## config.mk

```make
export PLATFORM = sky130hd
export DESIGN_NAME = audio_frame_clkgen
export DESIGN_NICKNAME = d
export VERILOG_FILES = /design/src/rtl/afc_pkg.sv /design/src/rtl/afc_sync.sv /design/src/rtl/afc_bitclk.sv /design/src/rtl/afc_fsm.sv /design/src/rtl/afc_frame.sv /design/src/rtl/audio_frame_clkgen.sv
export SDC_FILE = /design/constraint.sdc
export NUM_CORES = 1
export LEC_CHECK = 0
export BUFFER_PORTS_ARGS = -buffer_cell sky130_fd_sc_hd__buf_2
export CELL_PAD_IN_SITES_DETAIL_PLACEMENT = 0
export CELL_PAD_IN_SITES_GLOBAL_PLACEMENT = 1
export CORE_ASPECT_RATIO = 1.25
export CORE_MARGIN = 2
export CORE_UTILIZATION = 41
export CTS_BUF_LIST = sky130_fd_sc_hd__clkbuf_4 sky130_fd_sc_hd__clkbuf_8
export CTS_CLUSTER_SIZE = 24
export DETAILED_ROUTE_END_ITERATION = 16
export MAX_ROUTING_LAYER = met4
export PLACE_DENSITY_LB_ADDON = 0.1
export SETUP_SLACK_MARGIN = 0.15
export SYNTH_ARGS = -nofsm -noshare
export SYNTH_HDL_FRONTEND = slang
export SYNTH_SLANG_ARGS = --single-unit
```

## constraint.sdc

```tcl
create_clock -name clk -period 3.2 [get_ports clk]
set_clock_uncertainty 0.2 [all_clocks]
set_input_delay 0.16 -clock clk [delete_from_list [all_inputs] [get_ports clk]]
set_output_delay 0.16 -clock clk [all_outputs]
set_load 0.01 [all_outputs]
```

## src/rtl/afc_pkg.sv

```systemverilog
package afc_pkg;

    localparam int DIV_CODE_W  = 3;
    localparam int SWL_CODE_W  = 3;
    localparam int CHAN_CODE_W = 2;
    localparam int MAX_DIV_LOG = 4;
    localparam int MAX_SWL     = 256;
    localparam int DIV_CNT_W   = MAX_DIV_LOG;
    localparam int BIT_W       = $clog2(MAX_SWL);
    localparam int LEN_W       = BIT_W + 1;
    localparam int SLOT_W      = CHAN_CODE_W;

    typedef enum logic [1:0] {
        ST_OFF  = 2'd0,
        ST_SYNC = 2'd1,
        ST_RUN  = 2'd2,
        ST_HOLD = 2'd3
    } afc_state_e;

    function automatic logic div_valid(input logic [DIV_CODE_W-1:0] code);
        return code <= DIV_CODE_W'(MAX_DIV_LOG);
    endfunction

    // last oversampling-edge count of one bit-clock half period
    function automatic logic [DIV_CNT_W-1:0] div_last(input logic [DIV_CODE_W-1:0] code);
        logic [DIV_CNT_W:0] n;
        n = (DIV_CNT_W+1)'(1) << code;
        return DIV_CNT_W'(n - 1'b1);
    endfunction

    function automatic logic [LEN_W-1:0] swl_len(input logic [SWL_CODE_W-1:0] code);
        logic [LEN_W-1:0] r;
        unique case (code)
            3'd0:    r = LEN_W'(8);
            3'd1:    r = LEN_W'(16);
            3'd2:    r = LEN_W'(32);
            3'd3:    r = LEN_W'(48);
            3'd4:    r = LEN_W'(64);
            3'd5:    r = LEN_W'(128);
            3'd6:    r = LEN_W'(256);
            default: r = '0;
        endcase
        return r;
    endfunction

    function automatic logic [LEN_W-1:0] slot_len(input logic [LEN_W-1:0] swl,
                                                   input logic [CHAN_CODE_W-1:0] chan);
        logic [LEN_W-1:0] r;
        unique case (chan)
            2'd0:    r = swl;
            2'd1:    r = swl >> 1;
            2'd2:    r = swl / LEN_W'(3);
            default: r = swl >> 2;
        endcase
        return r;
    endfunction

    function automatic logic cfg_valid(input logic [DIV_CODE_W-1:0]  dcode,
                                       input logic [SWL_CODE_W-1:0]  scode,
                                       input logic [CHAN_CODE_W-1:0] ccode);
        logic ok;
        ok = div_valid(dcode) && (swl_len(scode) != '0);
        if (ccode == 2'd2 && scode != 3'd3) ok = 1'b0;
        return ok;
    endfunction

endpackage

```

## src/rtl/afc_sync.sv

```systemverilog
module afc_sync #(
    parameter int STAGES = 2
) (
    input  logic clk,
    input  logic rst_n,
    input  logic d,
    output logic level,
    output logic rise,
    output logic fall
);
    logic [STAGES:0] pipe;

    always_ff @(posedge clk or negedge rst_n) begin
        if (!rst_n) pipe <= '0;
        else        pipe <= {pipe[STAGES-1:0], d};
    end

    assign level = pipe[STAGES-1];
    assign rise  = pipe[STAGES-1] & ~pipe[STAGES];
    assign fall  = ~pipe[STAGES-1] & pipe[STAGES];
endmodule

```

## src/rtl/afc_bitclk.sv

```systemverilog
module afc_bitclk
    import afc_pkg::*;
(
    input  logic                  clk,
    input  logic                  rst_n,
    input  logic                  clr,
    input  logic                  run,
    input  logic                  master,
    input  logic                  inv,
    input  logic [DIV_CODE_W-1:0] div_code,
    input  logic                  ovs_edge,
    input  logic                  pin_rise,
    input  logic                  pin_fall,
    output logic                  sck_gen,
    output logic                  smp_tick,
    output logic                  adv_tick
);
    logic [DIV_CNT_W-1:0] dcnt;
    logic                 sck_q;
    logic                 step;
    logic                 toggle;

    assign step   = master && run && ovs_edge;
    assign toggle = step && (dcnt == div_last(div_code));

    always_ff @(posedge clk or negedge rst_n) begin
        if (!rst_n) begin
            dcnt  <= '0;
            sck_q <= 1'b0;
        end else if (clr || !master) begin
            dcnt  <= '0;
            sck_q <= 1'b0;
        end else if (toggle) begin
            dcnt  <= '0;
            sck_q <= ~sck_q;
        end else if (step) begin
            dcnt  <= dcnt + 1'b1;
        end
    end

    // internal clock: rising = sample, falling = advance
    always_comb begin
        if (master) begin
            smp_tick = toggle && !sck_q;
            adv_tick = toggle &&  sck_q;
        end else begin
            smp_tick = inv ? pin_fall : pin_rise;
            adv_tick = inv ? pin_rise : pin_fall;
        end
    end

    assign sck_gen = sck_q;
endmodule

```

## src/rtl/afc_fsm.sv

```systemverilog
module afc_fsm
    import afc_pkg::*;
(
    input  logic       clk,
    input  logic       rst_n,
    input  logic       enable,
    input  logic       cfg_ok,
    input  logic       sck_master,
    input  logic       ws_master,
    input  logic       burst_en,
    input  logic       data_req,
    input  logic       sck_gen,
    input  logic       ws_edge,
    output afc_state_e state,
    output logic       clk_en,
    output logic       clr,
    output logic       active,
    output logic       syncing,
    output logic       start_now
);
    afc_state_e state_nxt;
    logic       go;
    logic       hold_want;
    logic       park;

    assign go        = enable && cfg_ok;
    assign hold_want = burst_en && sck_master && !data_req;
    assign park      = hold_want && !sck_gen;

    always_comb begin
        state_nxt = state;
        unique case (state)
            ST_OFF:  if (go)         state_nxt = ws_master ? ST_RUN : ST_SYNC;
            ST_SYNC: if (!go)        state_nxt = ST_OFF;
                     else if (ws_edge) state_nxt = ST_RUN;
            ST_RUN:  if (!go)        state_nxt = ST_OFF;
                     else if (park)  state_nxt = ST_HOLD;
            ST_HOLD: if (!go)        state_nxt = ST_OFF;
                     else if (!hold_want) state_nxt = ST_RUN;
            default:                 state_nxt = ST_OFF;
        endcase
    end

    always_ff @(posedge clk or negedge rst_n) begin
        if (!rst_n) state <= ST_OFF;
        else        state <= state_nxt;
    end

    always_comb begin
        clk_en    = 1'b0;
        clr       = 1'b0;
        active    = 1'b0;
        syncing   = 1'b0;
        start_now = 1'b0;
        unique case (state)
            ST_OFF: begin
                clr       = 1'b1;
                start_now = go && ws_master;
            end
            ST_SYNC: begin
                clk_en  = 1'b1;
                syncing = 1'b1;
            end
            ST_RUN: begin
                clk_en = !park;
                active = 1'b1;
            end
            ST_HOLD: begin
                clk_en = 1'b0;
            end
            default: clr = 1'b1;
        endcase
    end
endmodule

```

## src/rtl/afc_frame.sv

```systemverilog
module afc_frame
    import afc_pkg::*;
(
    input  logic                   clk,
    input  logic                   rst_n,
    input  logic                   clr,
    input  logic                   start_now,
    input  logic                   active,
    input  logic                   syncing,
    input  logic                   ws_master,
    input  logic                   ws_inv,
    input  logic                   ws_pin,
    input  logic                   adv_tick,
    input  logic                   smp_tick,
    input  logic [SWL_CODE_W-1:0]  swl_code,
    input  logic [CHAN_CODE_W-1:0] chan_code,
    output logic                   ws_gen,
    output logic                   ws_edge,
    output logic                   bit_strobe,
    output logic                   slot_start,
    output logic                   half_start,
    output logic                   half_id,
    output logic [SLOT_W-1:0]      slot_idx,
    output logic [BIT_W-1:0]       bit_idx
);
    logic [BIT_W-1:0]  bit_q;
    logic [BIT_W-1:0]  sbit_q;
    logic [SLOT_W-1:0] slot_q;
    logic              half_q;
    logic              half_now;
    logic [LEN_W-1:0]  swl;
    logic [LEN_W-1:0]  slen;
    logic              last_bit;
    logic              last_sbit;

    assign half_now  = ~(ws_pin ^ ws_inv);
    assign swl       = swl_len(swl_code);
    assign slen      = slot_len(swl, chan_code);
    assign last_bit  = ({1'b0, bit_q}  == swl  - 1'b1);
    assign last_sbit = ({1'b0, sbit_q} == slen - 1'b1);
    assign ws_edge   = !ws_master && (active || syncing) && adv_tick && (half_now != half_q);

    always_ff @(posedge clk or negedge rst_n) begin
        if (!rst_n) begin
            bit_q      <= '0;
            sbit_q     <= '0;
            slot_q     <= '0;
            half_q     <= 1'b0;
            bit_strobe <= 1'b0;
            slot_start <= 1'b0;
            half_start <= 1'b0;
        end else begin
            bit_strobe <= active && smp_tick;
            slot_start <= 1'b0;
            half_start <= 1'b0;
            if (clr && !start_now) begin
                bit_q  <= '0;
                sbit_q <= '0;
                slot_q <= '0;
                half_q <= ws_master ? 1'b0 : half_now;
            end else if (start_now) begin
                bit_q      <= '0;
                sbit_q     <= '0;
                slot_q     <= '0;
                half_q     <= 1'b0;
                half_start <= 1'b1;
                slot_start <= 1'b1;
            end else if (ws_edge) begin
                bit_q      <= '0;
                sbit_q     <= '0;
                slot_q     <= '0;
                half_q     <= half_now;
                half_start <= 1'b1;
                slot_start <= 1'b1;
            end else if (active && adv_tick) begin
                if (last_bit) begin
                    bit_q      <= '0;
                    sbit_q     <= '0;
                    slot_q     <= '0;
                    slot_start <= 1'b1;
                    if (ws_master) begin
                        half_q     <= ~half_q;
                        half_start <= 1'b1;
                    end
                end else begin
                    bit_q <= bit_q + 1'b1;
                    if (last_sbit) begin
                        sbit_q     <= '0;
                        slot_q     <= slot_q + 1'b1;
                        slot_start <= 1'b1;
                    end else begin
                        sbit_q <= sbit_q + 1'b1;
                    end
                end
            end
        end
    end

    assign ws_gen   = ws_master ? half_q : 1'b0;
    assign half_id  = half_q;
    assign slot_idx = slot_q;
    assign bit_idx  = bit_q;
endmodule

```

## src/rtl/audio_frame_clkgen.sv

```systemverilog
module audio_frame_clkgen
    import afc_pkg::*;
#(
    parameter int SYNC_STAGES = 2
) (
    input  logic                   clk,
    input  logic                   rst_n,
    input  logic                   enable,
    input  logic [DIV_CODE_W-1:0]  div_code,
    input  logic [SWL_CODE_W-1:0]  swl_code,
    input  logic [CHAN_CODE_W-1:0] chan_code,
    input  logic                   sck_master,
    input  logic                   ws_master,
    input  logic                   sck_inv,
    input  logic                   ws_inv,
    input  logic                   burst_en,
    input  logic                   data_req,
    input  logic                   ovs_clk,
    input  logic                   sck_in,
    input  logic                   ws_in,
    output logic                   sck_out,
    output logic                   sck_oe,
    output logic                   ws_out,
    output logic                   ws_oe,
    output logic                   cfg_err,
    output logic                   bit_strobe,
    output logic                   slot_start,
    output logic                   half_start,
    output logic                   half_id,
    output logic [SLOT_W-1:0]      slot_idx,
    output logic [BIT_W-1:0]       bit_idx
);
    localparam int NPIN    = 3;
    localparam int PIN_OVS = 0;
    localparam int PIN_SCK = 1;
    localparam int PIN_WS  = 2;

    logic [NPIN-1:0] pin_raw, pin_lvl, pin_rise, pin_fall;
    afc_state_e      state;
    logic            cfg_ok, clk_en, clr, active, syncing, start_now;
    logic            sck_gen, smp_tick, adv_tick, ws_gen, ws_edge;
    logic            unused_pins;

    assign pin_raw = {ws_in, sck_in, ovs_clk};

    for (genvar g = 0; g < NPIN; g++) begin : g_pin
        afc_sync #(.STAGES(SYNC_STAGES)) u_sync (
            .clk   (clk),
            .rst_n (rst_n),
            .d     (pin_raw[g]),
            .level (pin_lvl[g]),
            .rise  (pin_rise[g]),
            .fall  (pin_fall[g])
        );
    end

    assign unused_pins = ^{pin_lvl[PIN_OVS], pin_lvl[PIN_SCK], pin_rise[PIN_WS], pin_fall[PIN_WS]};
    assign cfg_ok      = cfg_valid(div_code, swl_code, chan_code);

    afc_fsm u_fsm (
        .clk        (clk),
        .rst_n      (rst_n),
        .enable     (enable),
        .cfg_ok     (cfg_ok),
        .sck_master (sck_master),
        .ws_master  (ws_master),
        .burst_en   (burst_en),
        .data_req   (data_req),
        .sck_gen    (sck_gen),
        .ws_edge    (ws_edge),
        .state      (state),
        .clk_en     (clk_en),
        .clr        (clr),
        .active     (active),
        .syncing    (syncing),
        .start_now  (start_now)
    );

    afc_bitclk u_bitclk (
        .clk      (clk),
        .rst_n    (rst_n),
        .clr      (clr),
        .run      (clk_en),
        .master   (sck_master),
        .inv      (sck_inv),
        .div_code (div_code),
        .ovs_edge (pin_rise[PIN_OVS] | pin_fall[PIN_OVS]),
        .pin_rise (pin_rise[PIN_SCK]),
        .pin_fall (pin_fall[PIN_SCK]),
        .sck_gen  (sck_gen),
        .smp_tick (smp_tick),
        .adv_tick (adv_tick)
    );

    afc_frame u_frame (
        .clk        (clk),
        .rst_n      (rst_n),
        .clr        (clr),
        .start_now  (start_now),
        .active     (active),
        .syncing    (syncing),
        .ws_master  (ws_master),
        .ws_inv     (ws_inv),
        .ws_pin     (pin_lvl[PIN_WS]),
        .adv_tick   (adv_tick),
        .smp_tick   (smp_tick),
        .swl_code   (swl_code),
        .chan_code  (chan_code),
        .ws_gen     (ws_gen),
        .ws_edge    (ws_edge),
        .bit_strobe (bit_strobe),
        .slot_start (slot_start),
        .half_start (half_start),
        .half_id    (half_id),
        .slot_idx   (slot_idx),
        .bit_idx    (bit_idx)
    );

    assign sck_out = sck_gen ^ sck_inv;
    assign sck_oe  = sck_master;
    assign ws_out  = ~(ws_gen ^ ws_inv);
    assign ws_oe   = ws_master;
    assign cfg_err = !cfg_ok;
endmodule

```

==> key figures <==
Setup path
  • Setup CP Type: input port to register
  • CP Capture Type: register
  • CP max FO: 6
  • CP arrival: 4.80 ns
  • Crit path required time: 3.22 ns
  • CP Launch Type: input port

Synthesis
  • Avg Inst Size Synth: 8.05 um^2
  • Syn_nets: 457
  • Register area share after synthesis: 27.2%
  • Synth async-reset ratio: 100%
  • Number of flops mapped to enable cells by yosys: 0
  • Post-Syn Area: 3410 um^2
  • Post-synth cell types: 73
  • Synth Warn #: 0
  • Primary FF master, synth: dfrtp_1
  • Post-synthesis register bit count: 37
  • Syn Inst Count: 423

Floorplanning
  • Starting Density: 41.8%
  • Die Span Y: 106 um
  • DIE AREA: 9060 um^2
  • Core ar.: 8150 um^2
  • Die width: 85.5 um
  • Site Rows: 37
  • IO Pins: 39

Global routing
  • Global-route wire length before repair: 17.6 mm
  • Grt total ovfl: 0
  • Largest net degree at the start of global routing: 38
  • Vias in the first global route: 3695
  • Antenna violations before repair: 0
  • GRT Util Overall: 24.5%

CTS
  • CTS clk-pin slew, worst paths: 0.08 ns
  • Clock sink count: 37
  • CTS root buffer: clkbuf_8
  • CTS Buffer Depth: 2
  • Num CTS Buffers: 5
  • TritonCTS clock tree: done
  • Htree depth: 2
  • Clock Latency Late Sink: 0.28 ns

STA
  • Worst slew margin: 45.2%
  • FMAX: 209 MHz
  • Minimum clock period: 4.78 ns
  • Fin crit share: 149%
  • RSZ-0062 raised after global routing: true
  • Fin. max-slew vios: 0
  • Final hold violation count: 0
  • Setup WS post-layout: -1.58 ns
  • Worst Max-Slew Pin Slew: 0.821 ns
  • Final Setup Violations: 11

Drt
  • Vias per cell: 5.70
  • Antenna Violating Nets Remaining: 0
  • 1st-pass router iterations: 4
  • # DRC: 0
  • DR vias: 3734
  • Initial DRC count: 159
  • WL final: 10.3 mm
  • WL/cell: 15.8 um

Power
  • Sequential power share: 30.2%
  • Leakage Power: 2.19 nW
  • Pwr dens: 360 nW/um^2
  • Total net switching power: 586 uW
  • Int Pwr: 1.16 mW
  • Share of total power in the clock network: 27.3%
  • Comb power frac: 42.5%
  • Maximum vdd drop: 0.000533 V
  • Sw Share: 33.6%

Status
  • Run status: complete, but fails checks
  • Failing checks: negative setup slack

Place
  • GPL Wtd Cong: 0.908
  • Placed cells: 632
  • DP Wirelength: 7.82 mm
  • I/O Buffers: 38

Final layout
  • Nets: 591
  • Synthesis-to-layout area growth: 42.4%
  • Fraction of layout cells with a size suffix above 1: 35.8%
  • Number of antenna diodes: 0
  • Utilization after layout: 59.5%
  • Fin cells: 655

Hold path
  • Hold/Removal Path Class: register to register

Flow run
  • # Max-Cap Violations: 0
cell type report:
class	instances	area, um^2
clock buffer	5	68.8
clock inverter	3	65.1
fill	764	3300
inverter	19	72.6
multi-input combinational	342	2510
sequential	37	926
tap	97	121
timing repair buffer	152	1090
cells in the final DEF (no fill, tap or decap), types with 5 or more instances in the layout:
master,n
buf_4,105
nor2_1,39
dfrtp_1,37
buf_2,36
nand2_1,27
o21ai_0,25
a21oi_1,21
nand3_1,17
xor2_1,16
inv_1,15
ha_1,10
nor2b_1,9
or3_1,9
xnor2_1,9
o211ai_1,8
nand2b_1,8
nand4_1,8
and3_1,7
mux2i_1,7
a31oi_1,6
o31ai_1,6
a211oi_1,6
dlygate4sd3_1,6
nor3b_1,5
clkbuf_8,5
synth_stat cells, types with 3 or more instances:
cell,instances,area (um^2)
dfrtp_1,37,926
and3_1,7,43.8
nor3b_1,5,37.5
o211ai_1,8,60.1
buf_2,5,25.0
o21ai_0,26,130
ha_1,14,175
a21oi_1,23,115
nor2_1,39,146
a31oi_1,9,56.3
nor3_1,7,35.0
nand3b_1,3,22.5
buf_1,4,15.0
nand2_1,27,101
clkbuf_1,14,52.6
nor4_1,3,18.8
or3b_2,4,35.0
o22ai_1,3,18.8
inv_1,16,60.1
a311oi_1,3,26.3
a211oi_1,7,52.6
nand4b_1,3,26.3
nor4b_1,3,26.3
nand3_1,18,90.1
and3b_1,3,26.3
and2_1,5,31.3
nand2b_1,8,50.1
xor2_1,17,149
nor2b_1,10,62.6
nand4_1,8,50.1
xnor2_1,10,87.6
or3_1,9,56.3
or2_2,4,25.0
o31ai_1,6,45.0
mux2i_1,7,70.1
per-layer routing:
layer,vias up,part of all wire [%],GRT usage (%)
li1,1836,-,-
met2,77,52,42.9
met5,-,0,-
met3,18,2.5,1.71
met4,0,2.1,7.82
met1,1803,44,30.1
kinds of logic (layout without fill, tap and decap cells):
family / after synthesis / count (layout) / synth area share [%]
flip-flops: 37 / 37 / 27.2
adder cells (fa/ha/maj): 14 / 14 / 5.14
buffers and inverters: 44 / 179 / 5.29
AO/OA/AOI/OAI: 117 / 117 / 23.6
AND/OR/NAND/NOR: 173 / 173 / 28.0
XOR/XNOR: 29 / 29 / 8.08
multiplexers: 9 / 9 / 2.72
sequential cells by signal (all words and copies together), names as in the netlist:
| register | cells |
|---|---|
| u_fsm.state | 2 |
| u_frame.slot_start | 1 |
| g_pin.u_sync.pipe | 8 |
| u_frame.half_start | 1 |
| u_frame.sbit_q | 8 |
| u_frame.bit_idx | 8 |
| u_bitclk.dcnt | 4 |
| u_frame.slot_idx | 2 |
| u_bitclk.sck_gen | 1 |
| u_frame.bit_strobe | 1 |
| u_frame.half_id | 1 |
power by group through the flow:
| stage | clock (mW) | combinational, mW | sequential, mW |
|---|---|---|---|
| 2_1_floorplan | 0 | 0.402 | 0.539 |
| 3_3_place_gp | 0 | 0.672 | 0.534 |
| 3_5_place_dp | 0 | 0.685 | 0.535 |
| 4_1_cts | 0.485 | 0.716 | 0.526 |
| 5_1_grt | 0.505 | 0.816 | 0.532 |
| 6_report | 0.477 | 0.741 | 0.526 |
worst max-delay path, cell delays in order:
cell and delay [ns]:
buf_8 0.10, and3b_2 0.23, ha_4 0.18, xnor2_4 0.14
inv_2 0.06, ha_4 0.17, a22oi_2 0.28, a31o_1 0.22
o211ai_1 0.13, a21oi_1 0.19, a21oi_1 0.06, o22a_1 0.20
ha_2 0.18, nor2_1 0.11, a21oi_1 0.05, a21oi_1 0.18
nor2b_2 0.08, ha_4 0.24, xnor2_2 0.13, nand2b_1 0.14
or4_1 0.40, a222oi_1 0.34, nand4_1 0.25, buf_6 0.21
or3_1 0.31, nand3_1 0.07
path summary, 6_finish.rpt:
check	from	end	slack (ns)	cells past startpoint
min reg2reg	g_pin[2].u_sync.pipe[0]	g_pin[2].u_sync.pipe[1]	0.15	0
max reg2reg	u_fsm.state[0]	u_frame.slot_idx[1]	0.22	9
min in group asynchronous	rst_n	g_pin[1].u_sync.pipe[0]	0.31	2
max	swl_code[2]	u_frame.slot_idx[1]	-1.58	26
max in group asynchronous	rst_n	u_frame.bit_idx[7]	1.97	2
min	g_pin[2].u_sync.pipe[0]	g_pin[2].u_sync.pipe[1]	0.15	0
metrics by stage:
stage / power, mW / hold WS (ns) / instance area [um^2] / setup slack, ns / TNS (ns)
CTS: 1.73 / 0.158 / 4760 / -1.63 / -17.01
detailed placement: 1.22 / 0.0697 / 4470 / -1.93 / -21.99
global placement: 1.21 / 0.0700 / 4470 / -1.76 / -20.37
finish: 1.74 / 0.153 / 4850 / -1.58 / -16.31
global route: 1.85 / 0.171 / 4850 / -1.95 / -20.25
floorplan: 0.941 / -0.336 / 3550 / -1.80 / -18.85
repair_timing:
| action | CTS | global route |
|---|---|---|
| resized for setup | 11 | 14 |
| endpoints found under the setup margin | 16 | 22 |
| setup buffers | 5 | 3 |
| hold endpoints to repair | 43 | 0 |
| hold buffers | 6 | 0 |
| cloned | 1 | 0 |
| pin swaps | 11 | 7 |
(Power assumes the default switching activity.)
